[config.mk]
export PLATFORM = sky130hd
export DESIGN_NAME = gpio_bitbang_ctrl
export DESIGN_NICKNAME = d
export VERILOG_FILES = /design/src/rtl/gpio_bb_pkg.sv /design/src/rtl/gpio_bb_regfile.sv /design/src/rtl/gpio_bb_read_mux.sv /design/src/rtl/gpio_bb_sck_edge.sv /design/src/rtl/gpio_bitbang_ctrl.sv
export SDC_FILE = /design/constraint.sdc
export NUM_CORES = 1
export LEC_CHECK = 0
export ABC_AREA = 1
export BUFFER_PORTS_ARGS = -buffer_cell sky130_fd_sc_hd__clkbuf_2
export CAP_MARGIN = 20
export CORE_MARGIN = 10
export CORE_UTILIZATION = 35
export CTS_BUF_LIST = sky130_fd_sc_hd__clkbuf_4 sky130_fd_sc_hd__clkbuf_8
export CTS_CLUSTER_SIZE = 8
export DETAILED_ROUTE_END_ITERATION = 7
export PLACE_DENSITY = 0.56
export SYNTH_ARGS = -nofsm -noshare
export SYNTH_HDL_FRONTEND = slang
export SYNTH_HIERARCHICAL = 1
export SYNTH_SLANG_ARGS = --single-unit
[constraint.sdc]
create_clock -name clk -period 4.2 [get_ports clk]
set_input_delay 0.42 -clock clk [delete_from_list [all_inputs] [get_ports clk]]
set_output_delay 0.42 -clock clk [all_outputs]
set_load 0.02 [all_outputs]
[src/rtl/gpio_bb_pkg.sv]
package gpio_bb_pkg;
    // Word indices whose decoding the attached devices rely on
    localparam int unsigned IDX_A_OUT = 'h00;
    localparam int unsigned IDX_A_IN  = 'h01;
    localparam int unsigned IDX_A_OE  = 'h02;
    localparam int unsigned IDX_D_OUT = 'h10;
    localparam int unsigned IDX_D_IN  = 'h11;
    localparam int unsigned IDX_D_OE  = 'h12;

    // Bit positions inside the port words
    localparam int unsigned A_CE_BIT  = 4;
    localparam int unsigned A_CLE_BIT = 5;
    localparam int unsigned A_ALE_BIT = 6;
    localparam int unsigned A_RDY_BIT = 7;
    localparam int unsigned D_SCK_BIT = 1;
    localparam int unsigned D_SDI_BIT = 4;
    localparam int unsigned D_SDO_BIT = 4;

    typedef enum logic [0:0] {
        BUS_IDLE = 1'b0,
        BUS_RESP = 1'b1
    } bus_state_e;
endpackage

[src/rtl/gpio_bb_regfile.sv]
module gpio_bb_regfile
    import gpio_bb_pkg::*;
#(
    parameter int unsigned DATA_W = 32,
    parameter int unsigned WORDS  = 23,
    parameter int unsigned IDX_W  = 6
) (
    input  logic                         clk,
    input  logic                         rst_n,
    input  logic                         wr_en,
    input  logic [IDX_W-1:0]             wr_idx,
    input  logic [DATA_W-1:0]            wr_data,
    output logic [WORDS-1:0][DATA_W-1:0] words_q
);
    for (genvar g = 0; g < WORDS; g++) begin : g_word
        if (g == IDX_A_IN || g == IDX_D_IN) begin : g_view
            // data-in positions hold no state; writes fall away
            assign words_q[g] = '0;
        end else begin : g_store
            logic [DATA_W-1:0] q;
            always_ff @(posedge clk or negedge rst_n) begin
                if (!rst_n) begin
                    q <= '0;
                end else if (wr_en && wr_idx == IDX_W'(g)) begin
                    q <= wr_data;
                end
            end
            assign words_q[g] = q;
        end
    end
endmodule

[src/rtl/gpio_bb_read_mux.sv]
module gpio_bb_read_mux
    import gpio_bb_pkg::*;
#(
    parameter int unsigned DATA_W = 32,
    parameter int unsigned WORDS  = 23,
    parameter int unsigned IDX_W  = 6
) (
    input  logic [WORDS-1:0][DATA_W-1:0] words_q,
    input  logic [IDX_W-1:0]             rd_idx,
    input  logic                         in_window,
    input  logic                         flash_ready,
    input  logic                         sensor_sdo,
    output logic [DATA_W-1:0]            rd_value
);
    logic [DATA_W-1:0] port_a_view;
    logic [DATA_W-1:0] port_d_view;

    always_comb begin
        port_a_view = words_q[IDX_A_OUT] & words_q[IDX_A_OE];
        port_a_view[A_RDY_BIT] = port_a_view[A_RDY_BIT] | flash_ready;
        port_d_view = words_q[IDX_D_OUT] & words_q[IDX_D_OE];
        port_d_view[D_SDO_BIT] = port_d_view[D_SDO_BIT] | sensor_sdo;
    end

    always_comb begin
        rd_value = '0;
        for (int i = 0; i < int'(WORDS); i++) begin
            if (in_window && rd_idx == IDX_W'(i)) begin
                if (i == int'(IDX_A_IN)) begin
                    rd_value = port_a_view;
                end else if (i == int'(IDX_D_IN)) begin
                    rd_value = port_d_view;
                end else begin
                    rd_value = words_q[i];
                end
            end
        end
    end
endmodule

[src/rtl/gpio_bb_sck_edge.sv]
module gpio_bb_sck_edge (
    input  logic clk,
    input  logic rst_n,
    input  logic wr_hit,
    input  logic old_sck,
    input  logic new_sck,
    output logic edge_pulse,
    output logic edge_rise
);
    logic toggles;
    assign toggles = wr_hit && (old_sck != new_sck);

    always_ff @(posedge clk or negedge rst_n) begin
        if (!rst_n) begin
            edge_pulse <= 1'b0;
            edge_rise  <= 1'b0;
        end else begin
            edge_pulse <= toggles;
            if (toggles) begin
                edge_rise <= new_sck;
            end
        end
    end
endmodule

[src/rtl/gpio_bitbang_ctrl.sv]
module gpio_bitbang_ctrl
    import gpio_bb_pkg::*;
#(
    parameter int unsigned DATA_W       = 32,
    parameter int unsigned ADDR_W       = 8,
    parameter int unsigned WINDOW_BYTES = 92
) (
    input  logic              clk,
    input  logic              rst_n,
    input  logic [ADDR_W-1:0] bus_addr,
    input  logic              bus_wr,
    input  logic              bus_rd,
    input  logic [DATA_W-1:0] bus_wdata,
    output logic [DATA_W-1:0] bus_rdata,
    output logic              bus_rvalid,
    input  logic              flash_ready,
    output logic              flash_ale,
    output logic              flash_cle,
    output logic              flash_ce,
    input  logic              sensor_sdo,
    output logic              sensor_sck,
    output logic              sensor_sdi,
    output logic              sensor_edge,
    output logic              sensor_edge_rise
);
    localparam int unsigned WORDS = WINDOW_BYTES / 4;
    localparam int unsigned IDX_W = ADDR_W - 2;

    logic [IDX_W-1:0]             word_idx;
    logic                         in_window;
    logic                         wr_ok;
    logic [WORDS-1:0][DATA_W-1:0] words_q;
    logic [DATA_W-1:0]            rd_value;
    bus_state_e                   state_q, state_d;

    assign word_idx  = bus_addr[ADDR_W-1:2];
    assign in_window = (32'(word_idx) < WORDS);
    assign wr_ok     = bus_wr && in_window;

    gpio_bb_regfile #(.DATA_W(DATA_W), .WORDS(WORDS), .IDX_W(IDX_W)) u_regs (
        .clk     (clk),
        .rst_n   (rst_n),
        .wr_en   (wr_ok),
        .wr_idx  (word_idx),
        .wr_data (bus_wdata),
        .words_q (words_q)
    );

    gpio_bb_read_mux #(.DATA_W(DATA_W), .WORDS(WORDS), .IDX_W(IDX_W)) u_rmux (
        .words_q     (words_q),
        .rd_idx      (word_idx),
        .in_window   (in_window),
        .flash_ready (flash_ready),
        .sensor_sdo  (sensor_sdo),
        .rd_value    (rd_value)
    );

    gpio_bb_sck_edge u_edge (
        .clk        (clk),
        .rst_n      (rst_n),
        .wr_hit     (wr_ok && word_idx == IDX_W'(IDX_D_OUT)),
        .old_sck    (words_q[IDX_D_OUT][D_SCK_BIT]),
        .new_sck    (bus_wdata[D_SCK_BIT]),
        .edge_pulse (sensor_edge),
        .edge_rise  (sensor_edge_rise)
    );

    // Bus state machine: state register
    always_ff @(posedge clk or negedge rst_n) begin
        if (!rst_n) begin
            state_q <= BUS_IDLE;
        end else begin
            state_q <= state_d;
        end
    end

    always_comb begin
        state_d = state_q;
        unique case (state_q)
            BUS_IDLE: if (bus_rd)  state_d = BUS_RESP;
            BUS_RESP: if (!bus_rd) state_d = BUS_IDLE;
            default:               state_d = BUS_IDLE;
        endcase
    end

    // Read data captured on the read-issue transition
    always_ff @(posedge clk or negedge rst_n) begin
        if (!rst_n) begin
            bus_rdata <= '0;
        end else if (bus_rd) begin
            bus_rdata <= rd_value;
        end
    end

    // Outputs
    always_comb begin
        bus_rvalid = (state_q == BUS_RESP);
        flash_ale  = words_q[IDX_A_OUT][A_ALE_BIT];
        flash_cle  = words_q[IDX_A_OUT][A_CLE_BIT];
        flash_ce   = words_q[IDX_A_OUT][A_CE_BIT];
        sensor_sck = words_q[IDX_D_OUT][D_SCK_BIT];
        sensor_sdi = words_q[IDX_D_OUT][D_SDI_BIT];
    end
endmodule

# --- Word-level counts from Yosys, hierarchy flattened ---
# Index checks and enable logic that the tools add are counted.
totals:
  regBits: 707
  input_bits: 46
  wordCells: 124
  out_inout_bits: 40
op_classes:
  n_eq_ne: 23
  n_mux: 24
  bitwise_logic: 4
  n_reduce_logical: 47
  magnitude_cmp: 1
op_table:
  columns: ["operator", "count"]
  rows:
  - ["$mux 32", 23]
  - ["$and 32x32->32", 2]
  - ["$eq 6x4->1 const B", 8]
  - ["$logic_and 1x1->1", 46]
  - ["$eq 6x5->1 const B", 7]
  - ["$eq 6x3->1 const B", 4]
  - ["$eq 6x2->1 const B", 2]
  - ["$eq 6x1->1 const B", 1]
  - ["$logic_not 6->1", 1]
  - ["$lt 6x5->1 const B", 1]
  - ["$or 1x1->1", 2]
  - ["$mux 1", 1]
  - ["$ne 1x1->1", 1]

# --- Longest topological paths before layout ---
# Gate-level depths: netlist of the first run.
logic_depth:
  depth_word: 25
  depth_mapped: 23
  mapped_depth_nobuf: 21

# --- Modules after synthesis ---
# The synthesis of the first run kept the hierarchy.
by_module_without_submodules:
  columns: ["mod", "cells_each", "n_inst", "area_each_um2", "seq_area_each_um2"]
  rows:
  - ["gpio_bb_regfile", 3072, 1, 26912.1, 16816.1]
  - ["gpio_bb_read_mux", 1525, 1, 6655.1, 0.0]
  - ["gpio_bitbang_ctrl", 84, 1, 1433.9, 825.8]
  - ["gpio_bb_sck_edge", 11, 1, 93.8, 50.0]

# --- Worst setup path after synthesis of the first run ---
# OpenSTA, ideal clock, no wires.
synth_timing:
  path_kind: "input to register"
  from: "input bus_addr[6]"
  to: "register bus_rdata[17]"
  stages: 22
  setup_slack_ns: 1.607
  arrival_ns: 2.467
  setup_ns: 0.125
  path_buffers: 3
  t_required_ns: 4.075
  cell_sequence: "inv_1 nor2_1 nand3_1 and2_1 buf_4 nand3_4 nor2_1 nand2_1 inv_2 buf_2 buf_4 nand2_1 nand3_1 nand2_1 nand3_1 nand2_1 nand3_1 nand2_1 nand4_1 nor2_1 nand4_1 mux2_4"
synth_via:
  elab_chain_cells: 25
  elab_cells_between_ends: 70
  classes_between: "1 x order compare; 22 x eq/ne; 23 x mux; 24 x reduce/logical"
synth_rtl:
  columns: ["item", "line_no", "source"]
  rows:
  - ["start: declaration", "gpio_bitbang_ctrl.sv:10", "input logic [ADDR_W-1:0] bus_addr,"]
  - ["$lt 6x5->1 (*)", "gpio_bitbang_ctrl.sv:37", "assign in_window = (32'(word_idx) < WORDS);"]
  - ["named net in_window", "gpio_bitbang_ctrl.sv:30", "logic in_window;"]
  - ["$logic_and 1x1->1", "gpio_bb_read_mux.sv:28", "if (in_window && rd_idx == IDX_W'(i)) begin"]
  - ["$mux 32 (22 in series)", "gpio_bb_read_mux.sv:28", null]
  - ["$mux 32 (*)", "gpio_bb_read_mux.sv:28", null]
  - ["named net rd_value[17]", "gpio_bitbang_ctrl.sv:33", "logic [DATA_W-1:0] rd_value;"]
  - ["end signal: assignment", "gpio_bitbang_ctrl.sv:91", "bus_rdata <= rd_value;"]
  - ["end: declaration", "gpio_bitbang_ctrl.sv:14", "output logic [DATA_W-1:0] bus_rdata,"]
# The timed path passes the listed nets; every way through them passes the cells marked *.
# A chain may end at the register's enable or synchronous reset.

# --- Worst setup path after layout of the first run ---
layout_timing:
  from: "input bus_addr[7]"
  to: "register bus_rdata[5]"
# The elaborated chain is that of the path after synthesis.

==> results.tsv, run 1 <==
metric	value	unit
rr_worst_depth	15	
r2r-end	bus_rdata[4]$_DFFE_PN0P_	
worst_slew_pin_slew	1052	ps
synth.avg_cell_area	7.480	um^2
vias	30610	
area_growth	12.44	%
finClkSkew	20.83	ps
grt_remaining_overflow	0	
layout.nets	4673	
wl	117.9	mm
cts_max_path_buffers	3	
drt_pass1_iterations	5	
cts_sinks	707	
period_needed	3295	ps
hp-class	in -> reg	
cts_setup_buffers	0	
ff2ff_setup_slack	1200	ps
crit_arrival	3930	ps
cts_buffers	117	
setup_ws	904.7	ps
placed_area	36380	um^2
synthCells	4627	
finalPower	15090	uW
cp-start-kind	primary input	
final_core_util	39.60	%
cp.required	4840	ps
dp_worst_setup_slack	165.6	ps
start_util	35.22	%
cp_common_cell	nand4_1	
synth_area	34610	um^2
slowest_delay	340	ps
ys.warnings.count	6	
insertion_delay	760	ps
p_leak	0.02072	uW
r2r_start	u_regs/g_word[0].g_store.q[4]$_DFFE_PN0P_	
endpoint_kind	flop	
holdPathEnd	bus_rvalid$_DFF_PN0_	
rsz0062_at_grt	false	
track_usage	20.66	%
avgViaCountPerCell	5.096	
period_share	78.46	%
grt_pass1_wl	181.4	mm
die_y	334.5	um
h-tree-depth	3	
io_pins	86	
grt_max_degree	96	
coreArea	98280	um^2
setup_violations	0	
clk_pin_slew	60	ps
antenna_found_initial	3	
hold_start	bus_rd	
fin_area	38910	um^2
drc	0	
postRouteAntennaNets	0	
max-cap-violations	0	
status	completed	
cts_tree	yes	
hpwl	74.03	mm
wl_per_cell	19.63	um
clockRootBuffer	clkbuf_8	
critPathKind	in -> reg	
synth_nets	4673	
powerDensity	387.7	nW/um^2
fmax	303.5	MHz
tns	0	ps
whs_path_depth	2	
cts_resized	0	
dieArea	111900	um^2
vdd_drop_max	236.6	uV
drv_slew	0	
fp-row-count	115	
drive_gt1_share	11.92	%
max_slew_margin	29.78	%
cp_max_fo	18	
die_x	334.5	um
drtIter0Drc	3375	
ctsHoldBuffers	1	
crit_chain	clkbuf_2 > nor2_1 > nand3_1 > and2_1 > nand3_4 > nor2_2 > buf_4 > nand3_1 > nand3_1 > nor2_1 > nand4_1 > nor2_1 > nand4_1 > nand2_1 > nand4_1 > nor2_1 > nand4_1 > nand2_1 > nand4_1 > mux2_4	
numPortBuffers	83	
cp_slowest_cell	nor2_1	
hold_viol	0	
grt_pass1_vias	28610	
place_congestion	0.8288	
per-stage QoR:
stage                     hold WS, ps  cells
final                           222.1   6006
after global routing            200.3   6006
after CTS                       172.9   6003
after detailed placement        449.8   5794
after global placement          445.7   5794
after floorplan                 124.4   4627
area by class of cell:
class                      instances  area [um^2]
sequential                       707        17690
tap                             1287         1610
timing repair buffer             215         1619
antenna                            3        7.507
multi-input combinational       3396        14750
inverter                         190        715.7
clock inverter                    10        63.81
fill                           10170        59360
clock buffer                     198         2456
registers in the layout, indices dropped and copies added (netlist names):
register                 count
bus_rvalid                   1
bus_rdata                   32
u_edge/edge_rise             1
u_regs/g_word.g_store.q    672
u_edge/edge_pulse            1
layer usage:
layer	global-route usage [%]	up-vias	share of wire, %
met5	0	-	0
met4	6.176	0	2.4
met3	2.895	160	6.6
met2	32.59	1023	46
met1	29.14	14860	45
li1	-	14570	-
cells in the final DEF, fill, tap and decap left out, types with 2 or more instances in the layout:
cell type	instances
diode_2	3
inv_2	14
nand4_1	141
nor3_2	3
o21ai_0	6
clkbuf_2	82
nor2_2	26
and2_1	2
nand2_2	4
nand3_1	655
mux2_2	2
clkinvlp_4	3
or2_0	17
clkinv_1	2
nand3_2	2
mux2_4	30
nand2_1	2166
buf_12	16
dfrtp_1	707
clkbuf_4	43
clkbuf_8	155
or2_2	47
nor2_4	9
or2_1	10
buf_4	115
inv_1	173
clkinv_2	6
a21oi_1	54
nor2_1	218
critical path: cells and delay by family:
kind                   cells  cell delay, ps
and+or+nand+nor           17            2870
buffers and inverters      2             380
muxes                      1             260
how the worst max path moves through the flow:
stage / startpoint / to
after floorplan: bus_addr[6] / bus_rdata[17]$_DFFE_PN0P_
after global placement: bus_addr[4] / bus_rdata[13]$_DFFE_PN0P_
after detailed placement: bus_addr[4] / bus_rdata[13]$_DFFE_PN0P_
after CTS: bus_addr[4] / bus_rdata[13]$_DFFE_PN0P_
after global routing: bus_addr[5] / bus_rdata[13]$_DFFE_PN0P_
final: bus_addr[7] / bus_rdata[5]$_DFFE_PN0P_
where the power goes:
part	total (uW)	internal [uW]	switching (uW)
registers	7510	7250	251
logic	1050	281	774
clock network	6530	3640	2890
No activity file was read; power rests on OpenSTA's default activity.
==> inputs of run 2 (changes only) <==
==> constraint.sdc (replaced) <==
create_clock -name clk -period 3.3 [get_ports clk]
set_input_delay 0.33 -clock clk [delete_from_list [all_inputs] [get_ports clk]]
set_output_delay 0.33 -clock clk [all_outputs]
set_load 0.02 [all_outputs]
==> results.tsv, run 2 (synthesized netlist as in run 1, its figures left out) <==
metric	value	unit
dieArea	111900	um^2
die_y	334.5	um
largestRegisters	u_regs/g_word.g_store.q (672), bus_rdata (32)	
wl	123.9	mm
cts_setup_buffers	0	
wl_per_cell	20.26	um
hpwl	78.67	mm
cts_sinks	707	
setup_violations	0	
period_share	89.20	%
cts_tree	yes	
cts_buffers	121	
final_cells	6114	
cp-start-kind	primary input	
insertion_delay	780	ps
area_growth	15.30	%
regMostFlops	u_regs/g_word.g_store.q	
coreArea	98280	um^2
grt_remaining_overflow	0	
nFillCells	10070	
worst_slew_pin_slew	1075	ps
track_usage	21.71	%
finClkSkew	31.80	ps
largest_reg_flops	672	
vdd_drop_max	301.1	uV
cp_max_fo	7	
grt_pass1_wl	189.7	mm
drv_slew	0	
cp.required	3960	ps
avgViaCountPerCell	5.159	
fmax	339.7	MHz
drt_pass1_iterations	6	
hold_viol	0	
fp-row-count	115	
antenna_found_initial	2	
critPathKind	in -> reg	
endpoint_kind	flop	
crit_arrival	3610	ps
final_common_cell	nand2_1	
clk_pin_slew	60	ps
die_x	334.5	um
numPortBuffers	83	
max_slew_margin	28.09	%
vias	31540	
cts_max_path_buffers	3	
io_pins	86	
final_core_util	40.61	%
mostFrequentLayoutCells	nand2_1, dfrtp_1, nand3_1	
hp-class	in -> reg	
drive_gt1_share	13.92	%
powerDensity	487.2	nW/um^2
h-tree-depth	3	
place_inst	5897	
p_leak	0.02132	uW
postRouteAntennaNets	0	
start_util	35.22	%
clockRootBuffer	clkbuf_8	
layout.nets	4781	
drtIter0Drc	3420	
max-cap-violations	0	
rsz0062_at_grt	false	
status	completed	
grt_max_degree	87	
period_needed	2944	ps
drc	0	
place_congestion	0.8459	
grt_pass1_vias	29860	
[run 2: changes by cell type in the layout (fill, tap and decap cells not counted)]
cell / delta
buf_6: +1
buf_4: +91
inv_6: +2
buf_12: +12
diode_2: -2
clkinv_8: +2
clkinv_2: +6
clkbuf_8: +2
clkbuf_4: -6
[run 2: worst paths after layout]
| kind | startpoint | endpoint | slack (ps) | depth (start not counted) |
|---|---|---|---|---|
| setup / recovery | bus_addr[5] | bus_rdata[8]$_DFFE_PN0P_ | 360 | 18 |
| hold / removal | bus_rd | bus_rvalid$_DFF_PN0_ | 140 | 2 |
| setup reg to reg | u_regs/g_word[0].g_store.q[8]$_DFFE_PN0P_ | bus_rdata[8]$_DFFE_PN0P_ | 500 | 15 |
| hold reg to reg | u_regs/g_word[11].g_store.q[12]$_DFFE_PN0P_ | u_regs/g_word[11].g_store.q[12]$_DFFE_PN0P_ | 460 | 2 |
| max in group asynchronous | rst_n | bus_rdata[5]$_DFFE_PN0P_ | 2120 | 3 |
| min in group asynchronous | rst_n | u_regs/g_word[5].g_store.q[8]$_DFFE_PN0P_ | 180 | 2 |
[run 2: critical path: stages]
cell and delay [ps]:
clkbuf_2 110, a21oi_1 190, and2_1 290, nand3_4 160
buf_4 180, nor2_2 170, inv_2 60, nor2_2 240
inv_1 210, or2_0 230, nand2_1 70, nand4_1 130
nor2_1 320, nand4_1 210, buf_4 210, nand2_1 70
nand4_1 120, mux2_4 280
[run 2: metrics by stage]
| stage | hold WS [ps] | total power (uW) | worst slack, ps | setup TNS [ps] | cell area (um^2) |
|---|---|---|---|---|---|
| after floorplan | 34.41 | 10390 | 797.4 | 0 | 34610 |
| after global placement | 399.5 | 11070 | -328.5 | -5724 | 37300 |
| after detailed placement | 400.3 | 11100 | -363.9 | -6882 | 37300 |
| after CTS | 95.22 | 19580 | 453.0 | 0 | 39890 |
| after global routing | 125.1 | 20220 | 203.1 | 0 | 39910 |
| final | 140.8 | 19440 | 356.3 | 0 | 39910 |
[run 2: cell type report]
type / instances / area (um^2) / area share [%]
multi-input cells: 3396 / 14750 / 36.96
diodes: 1 / 2.502 / 0.006271
repair buffers: 319 / 2554 / 6.399
clock buffers: 194 / 2439 / 6.111
flip-flops and latches: 707 / 17690 / 44.33
inverters: 190 / 715.7 / 1.793
well taps: 1287 / 1610 / 4.035
clock inverters: 20 / 143.9 / 0.3606
[run 2: power by group]
group / internal, uW / total (uW) / switching (uW)
clock network: 4660 / 8480 / 3820
registers: 9230 / 9570 / 339
logic: 389 / 1390 / 1000
total: 14300 / 19400 / 5160
[run 2: what timing repair did]
action,in CTS,in global routing
hold buffers,1,0
endpoints found under the hold margin,57,0
resized for setup,0,0
[run 2: per-layer routing]
layer | GRT usage, % | wire [um]
met1 | 30.11 | 54650
met2 | 33.86 | 56300
met3 | 3.922 | 9391
met4 | 7.307 | 3522
met5 | 0 | 7
